**src/rtl/sdac_pkg.sv**
```systemverilog
package sdac_pkg;

    typedef enum logic [1:0] {
        ST_IDLE  = 2'd0,
        ST_WAIT1 = 2'd1,
        ST_WAIT2 = 2'd2
    } rx_state_t;

endpackage

```
**src/rtl/sdac_edge.sv**
```systemverilog
module sdac_edge (
    input  logic clk,
    input  logic rst_n,
    input  logic lvl,
    output logic rise,
    output logic fall
);
    logic lvl_q;

    always_ff @(posedge clk or negedge rst_n) begin
        if (!rst_n) lvl_q <= 1'b1;
        else        lvl_q <= lvl;
    end

    assign rise = lvl & ~lvl_q;
    assign fall = ~lvl & lvl_q;
endmodule

```
**src/rtl/sdac_shift.sv**
```systemverilog
module sdac_shift #(
    parameter int W = 24
) (
    input  logic         clk,
    input  logic         rst_n,
    input  logic         shift_en,
    input  logic         din,
    output logic [W-1:0] q
);
    always_ff @(posedge clk or negedge rst_n) begin
        if (!rst_n)        q <= '0;
        else if (shift_en) q <= {q[W-2:0], din};
    end
endmodule

```
**src/rtl/sdac_fmt.sv**
```systemverilog
module sdac_fmt #(
    parameter int WORD_W  = 24,
    parameter int SHORT_W = 20
) (
    input  logic [WORD_W-1:0] raw,
    input  logic              len_full,
    input  logic              phase_norm,
    output logic [WORD_W-1:0] word
);
    localparam int PAD_W = WORD_W - SHORT_W;

    logic [WORD_W-1:0] short_word;
    logic [WORD_W-1:0] aligned;

    generate
        if (PAD_W > 0) begin : g_pad
            assign short_word = {raw[SHORT_W-1:0], {PAD_W{1'b0}}};
        end else begin : g_nopad
            assign short_word = raw;
        end
    endgenerate

    assign aligned = len_full ? raw : short_word;
    assign word    = phase_norm ? aligned : ~aligned;
endmodule

```
**src/rtl/sdac_signmag.sv**
```systemverilog
module sdac_signmag #(
    parameter int WORD_W = 24
) (
    input  logic [WORD_W-1:0] word,
    output logic              sign,
    output logic [WORD_W-2:0] mag
);
    assign sign = word[WORD_W-1];
    assign mag  = sign ? ~word[WORD_W-2:0] : word[WORD_W-2:0];
endmodule

```
**src/rtl/sdac_word_rx.sv**
```systemverilog
module sdac_word_rx
    import sdac_pkg::*;
#(
    parameter int WORD_W  = 24,
    parameter int SHORT_W = 20,
    parameter int MAG_W   = WORD_W - 1
) (
    input  logic             clk,
    input  logic             rst_n,
    input  logic             bclk,
    input  logic             wclk,
    input  logic             sdata,
    input  logic             len_full,
    input  logic             phase_norm,
    output logic             dac_sign,
    output logic [MAG_W-1:0] dac_mag_pos,
    output logic [MAG_W-1:0] dac_mag_neg
);
    rx_state_t state, state_nxt;

    logic              b_rise, b_fall_unused;
    logic              w_rise_unused, w_fall;
    logic [WORD_W-1:0] shreg;
    logic [WORD_W-1:0] fmt_word;
    logic [WORD_W-1:0] held_word;
    logic              sm_sign;
    logic [MAG_W-1:0]  sm_mag;
    logic              load_out;

    sdac_edge u_bedge (
        .clk  (clk),
        .rst_n(rst_n),
        .lvl  (bclk),
        .rise (b_rise),
        .fall (b_fall_unused)
    );

    sdac_edge u_wedge (
        .clk  (clk),
        .rst_n(rst_n),
        .lvl  (wclk),
        .rise (w_rise_unused),
        .fall (w_fall)
    );

    sdac_shift #(.W(WORD_W)) u_shift (
        .clk     (clk),
        .rst_n   (rst_n),
        .shift_en(b_rise),
        .din     (sdata),
        .q       (shreg)
    );

    sdac_fmt #(.WORD_W(WORD_W), .SHORT_W(SHORT_W)) u_fmt (
        .raw       (shreg),
        .len_full  (len_full),
        .phase_norm(phase_norm),
        .word      (fmt_word)
    );

    always_ff @(posedge clk or negedge rst_n) begin
        if (!rst_n)      held_word <= '0;
        else if (w_fall) held_word <= fmt_word;
    end

    sdac_signmag #(.WORD_W(WORD_W)) u_sm (
        .word(held_word),
        .sign(sm_sign),
        .mag (sm_mag)
    );

    // State register
    always_ff @(posedge clk or negedge rst_n) begin
        if (!rst_n) state <= ST_IDLE;
        else        state <= state_nxt;
    end

    // Transitions: a word-clock fall always restarts the wait
    always_comb begin
        state_nxt = state;
        load_out  = 1'b0;
        unique case (state)
            ST_IDLE: begin
                if (w_fall) state_nxt = ST_WAIT1;
            end
            ST_WAIT1: begin
                if (w_fall)      state_nxt = ST_WAIT1;
                else if (b_rise) state_nxt = ST_WAIT2;
            end
            ST_WAIT2: begin
                if (w_fall) begin
                    state_nxt = ST_WAIT1;
                end else if (b_rise) begin
                    state_nxt = ST_IDLE;
                    load_out  = 1'b1;
                end
            end
            default: state_nxt = ST_IDLE;
        endcase
    end

    // Output process
    always_ff @(posedge clk or negedge rst_n) begin
        if (!rst_n) begin
            dac_sign    <= 1'b0;
            dac_mag_pos <= '0;
            dac_mag_neg <= '0;
        end else if (load_out) begin
            dac_sign    <= sm_sign;
            dac_mag_pos <= sm_sign ? '0 : sm_mag;
            dac_mag_neg <= sm_sign ? sm_mag : '0;
        end
    end
endmodule

```
**config.mk**
```make
export PLATFORM = sky130hd
export DESIGN_NAME = sdac_word_rx
export DESIGN_NICKNAME = d
export VERILOG_FILES = /design/src/rtl/sdac_pkg.sv /design/src/rtl/sdac_edge.sv /design/src/rtl/sdac_shift.sv /design/src/rtl/sdac_fmt.sv /design/src/rtl/sdac_signmag.sv /design/src/rtl/sdac_word_rx.sv
export SDC_FILE = /design/constraint.sdc
export NUM_CORES = 1
export LEC_CHECK = 0
export CORE_MARGIN = 1.5
export CORE_UTILIZATION = 45
export CTS_CLUSTER_SIZE = 12
export DETAILED_ROUTE_END_ITERATION = 8
export DONT_BUFFER_PORTS = 1
export PLACE_DENSITY = 0.64
export SLEW_MARGIN = 20
export SYNTH_ARGS = -nofsm -noshare
export SYNTH_HDL_FRONTEND = slang
export SYNTH_SLANG_ARGS = --single-unit
```
**constraint.sdc**
```tcl
create_clock -name clk -period 1.64 [get_ports clk]
set_input_delay 0.328 -clock clk [delete_from_list [all_inputs] [get_ports clk]]
set_output_delay 0.328 -clock clk [all_outputs]
set_load 0.02 [all_outputs]
```
==> flow_metrics.tcl <==
set metrics [dict create \
    finalCritPeriodShare_pct 88.8 \
    ys_seq_area_share_pct 54.5 \
    clock_power_share_pct 27.3 \
    cp-start-kind "flip-flop" \
    routed_wl_mm 7.98 \
    switchingPower_mw 1.87 \
    routed_via_density 4.90 \
    placementRows 36 \
    power_density_nw_per_um2 1240 \
    critPathSlowestCell "dfstp_2" \
    criticalPathCategory "flip-flop to flip-flop" \
    die_h_um 104 \
    cts_setup_buffers 0 \
    hold_ws_ns -0.345 \
    grt_pass1_vias 2568 \
    ys_types 22 \
    cap_violations 0 \
    grt_use_total_pct 15.7 \
    hold_buffers 2 \
    cts_tree "built" \
    clk_pin_slew_ns 0.09 \
    grt_pass1_wl_mm 13.4 \
    worst_pin_slew_ns 0.422 \
    crit_family "flip-flops" \
    synth_nets 405 \
    intPower_mw 4.18 \
    ys.flop_type "dfrtp_1" \
    critPathMaxFanout 19 \
    period_minus_slack_ns 1.46 \
    violations "hold timing" \
    total_power_mw 6.05 \
    synth_seq_cells 99 \
    io_buffer_count 0 \
    synthTopCellsByCount "nand2_1 (102), dfrtp_1 (97), nor2b_1 (46)" \
    ys_warn_count 0 \
    rsz0062_at_grt "false" \
    outcome "finished with violations" \
    synthCells 398 \
    ios 54 \
    synth_edf_count 0 \
    r2r_start "u_wedge.lvl_q$_DFF_PN1_" \
    drive_gt1_share_pct 19.4 \
    core_um2 9770 \
    cts.path.max_buffers 2 \
    p_leak_nw 2.46 \
    clock-sinks 99 \
    cts_inserted_buffers 9 \
    htreeDepth 3 \
    die-area_um2 10700 \
    insertion_delay_ns 0.37 \
    vias 2597 \
    hold_viol_final 99 \
    worst_ir_drop_vdd_mv 0.414 \
    setup_viol 0 \
    fin_area_um2 4900 \
    diodes 0 \
    clock.fmax_mhz 687 \
    synthTopCellsByArea "dfrtp_1 (53%), mux2_4 (9.9%), nand2_1 (8.4%), nor2b_1 (6.3%), xnor2_1 (4.6%)" \
    min_path_type "primary input to async pin" \
    switching_share_pct 30.9 \
    grt_remaining_overflow 0 \
    finalClockSkew_ns 0.0148 \
    drt-initial-drc-count 156 \
    synth.avg_cell_area_um2 11.4 \
    num-nets-final 399 \
    drt-met1-wl_mm 4.08 \
    drtAntennaViolNets 0 \
    cpPeakStageDelay_ns 0.52 \
    wl_met2_mm 3.36 \
    initial_core_util_pct 46.6 \
    slew_violations 0 \
    grt_antenna_before_repair 0 \
    yosys.area.top_type "dfrtp_1" \
    synth_area_um2 4550 \
    place_area_um2 4670 \
    critPathBufInv 1 \
    place.gp.congestion 0.743 \
    fp.dieW_um 104 \
    cts_root_buf "clkbuf_8" \
    crit_chain "nand2b_1, nand3_4, buf_12, mux2_2" \
    pwr-share-comb_pct 14.6 \
    arrival_ns 1.71 \
    hpwl_mm 5.24 \
    routed-wl-met3_um 371 \
    drc 0 \
    wl_per_cell_um 15.0 \
    fin_tns_setup_ns 0 \
    dr.max_layer_used "met4" \
    cp.required_ns 1.89 \
    cts-resized-gates 0 \
    area_growth_syn_to_layout_pct 7.50 \
    drtPass1Iterations 4 \
    grt_max_degree 100 \
    synth_most_common_cell "nand2_1" \
    synth_top_cell_area_share_pct 53.3 \
    startpoint "u_wedge.lvl_q$_DFF_PN1_" \
    synthArstFlopShare_pct 100 \
    slew_headroom_pct 71.8 \
    pwr-share-seq_pct 58.1 \
    critPathCaptureType "flip-flop" \
]
metrics by stage:
step	setup slack, ns	std cells	utilization (%)
global route	0.130	530	50.1
finish	0.184	530	50.1
floorplan	0.156	398	-
CTS	0.160	530	50.1
global placement	0.190	512	47.7
detailed placement	0.180	512	47.7
cells in the final DEF, fill, tap and decap left out, types with 2 or more instances in the layout:
cell / instances
buf_12: 3
buf_4: 6
clkbuf_8: 10
clkinvlp_4: 3
dfrtp_1: 97
dfstp_2: 2
dlygate4sd3_1: 2
mux2_2: 17
mux2_4: 30
mux2i_1: 20
nand2_1: 102
nor2b_1: 46
o21ai_0: 24
xnor2_1: 24
kinds of logic (layout without fill, tap and decap cells):
group / count (synthesis) / count (layout) / share of synthesized area, %
buf+inv: 28 / 27 / 3.52
xor+xnor: 24 / 24 / 4.62
simple gates: 154 / 154 / 16.0
flops: 99 / 99 / 54.5
mux: 67 / 67 / 18.5
compound gates: 26 / 26 / 2.97
power by group through the flow:
stage	sequential [mW]	combinational [mW]	clock, mW
finish	3.52	0.884	1.65
detailed placement	3.58	0.895	0
floorplan	3.44	0.804	0
CTS	3.53	0.899	1.68
global placement	3.56	0.864	0
global route	3.58	1.00	1.79
path summary, 6_finish.rpt:
check                                                  end  slack [ns]  cells after the start
worst max-delay path            dac_mag_neg[1]$_DFFE_PN0P_        0.18                      4
worst min-delay path              u_shift.q[7]$_DFFE_PN0P_       -0.34                      0
worst max register to register  dac_mag_neg[1]$_DFFE_PN0P_        0.18                      4
worst min register to register   u_shift.q[23]$_DFFE_PN0P_        0.49                      2
max in group asynchronous          u_bedge.lvl_q$_DFF_PN1_        1.74                      0
min in group clk                  u_shift.q[0]$_DFFE_PN0P_        0.07                      2
registers in the layout, indices dropped and copies added, names as in the netlist:
name           flops
state              2
dac_mag_neg       23
u_wedge.lvl_q      1
dac_sign           1
u_shift.q         24
held_word         24
dac_mag_pos       23
u_bedge.lvl_q      1
layer usage:
| layer | GRT usage [%] | vias to the layer above |
|---|---|---|
| li1 | - | 1272 |
| met2 | 22.4 | 51 |
| met4 | 7.64 | 0 |
| met1 | 22.2 | 1261 |
| met5 | 0 | - |
| met3 | 4.09 | 13 |
final cells by class:
class,count,area (um2)
repair buffers,11,125
multi-input cells,271,1910
well taps,133,166
fillers,878,4880
clock buffers,10,138
clock inverters,6,72.6
flip-flops and latches,99,2480
Note: power is estimated with default switching activity, not from simulation.
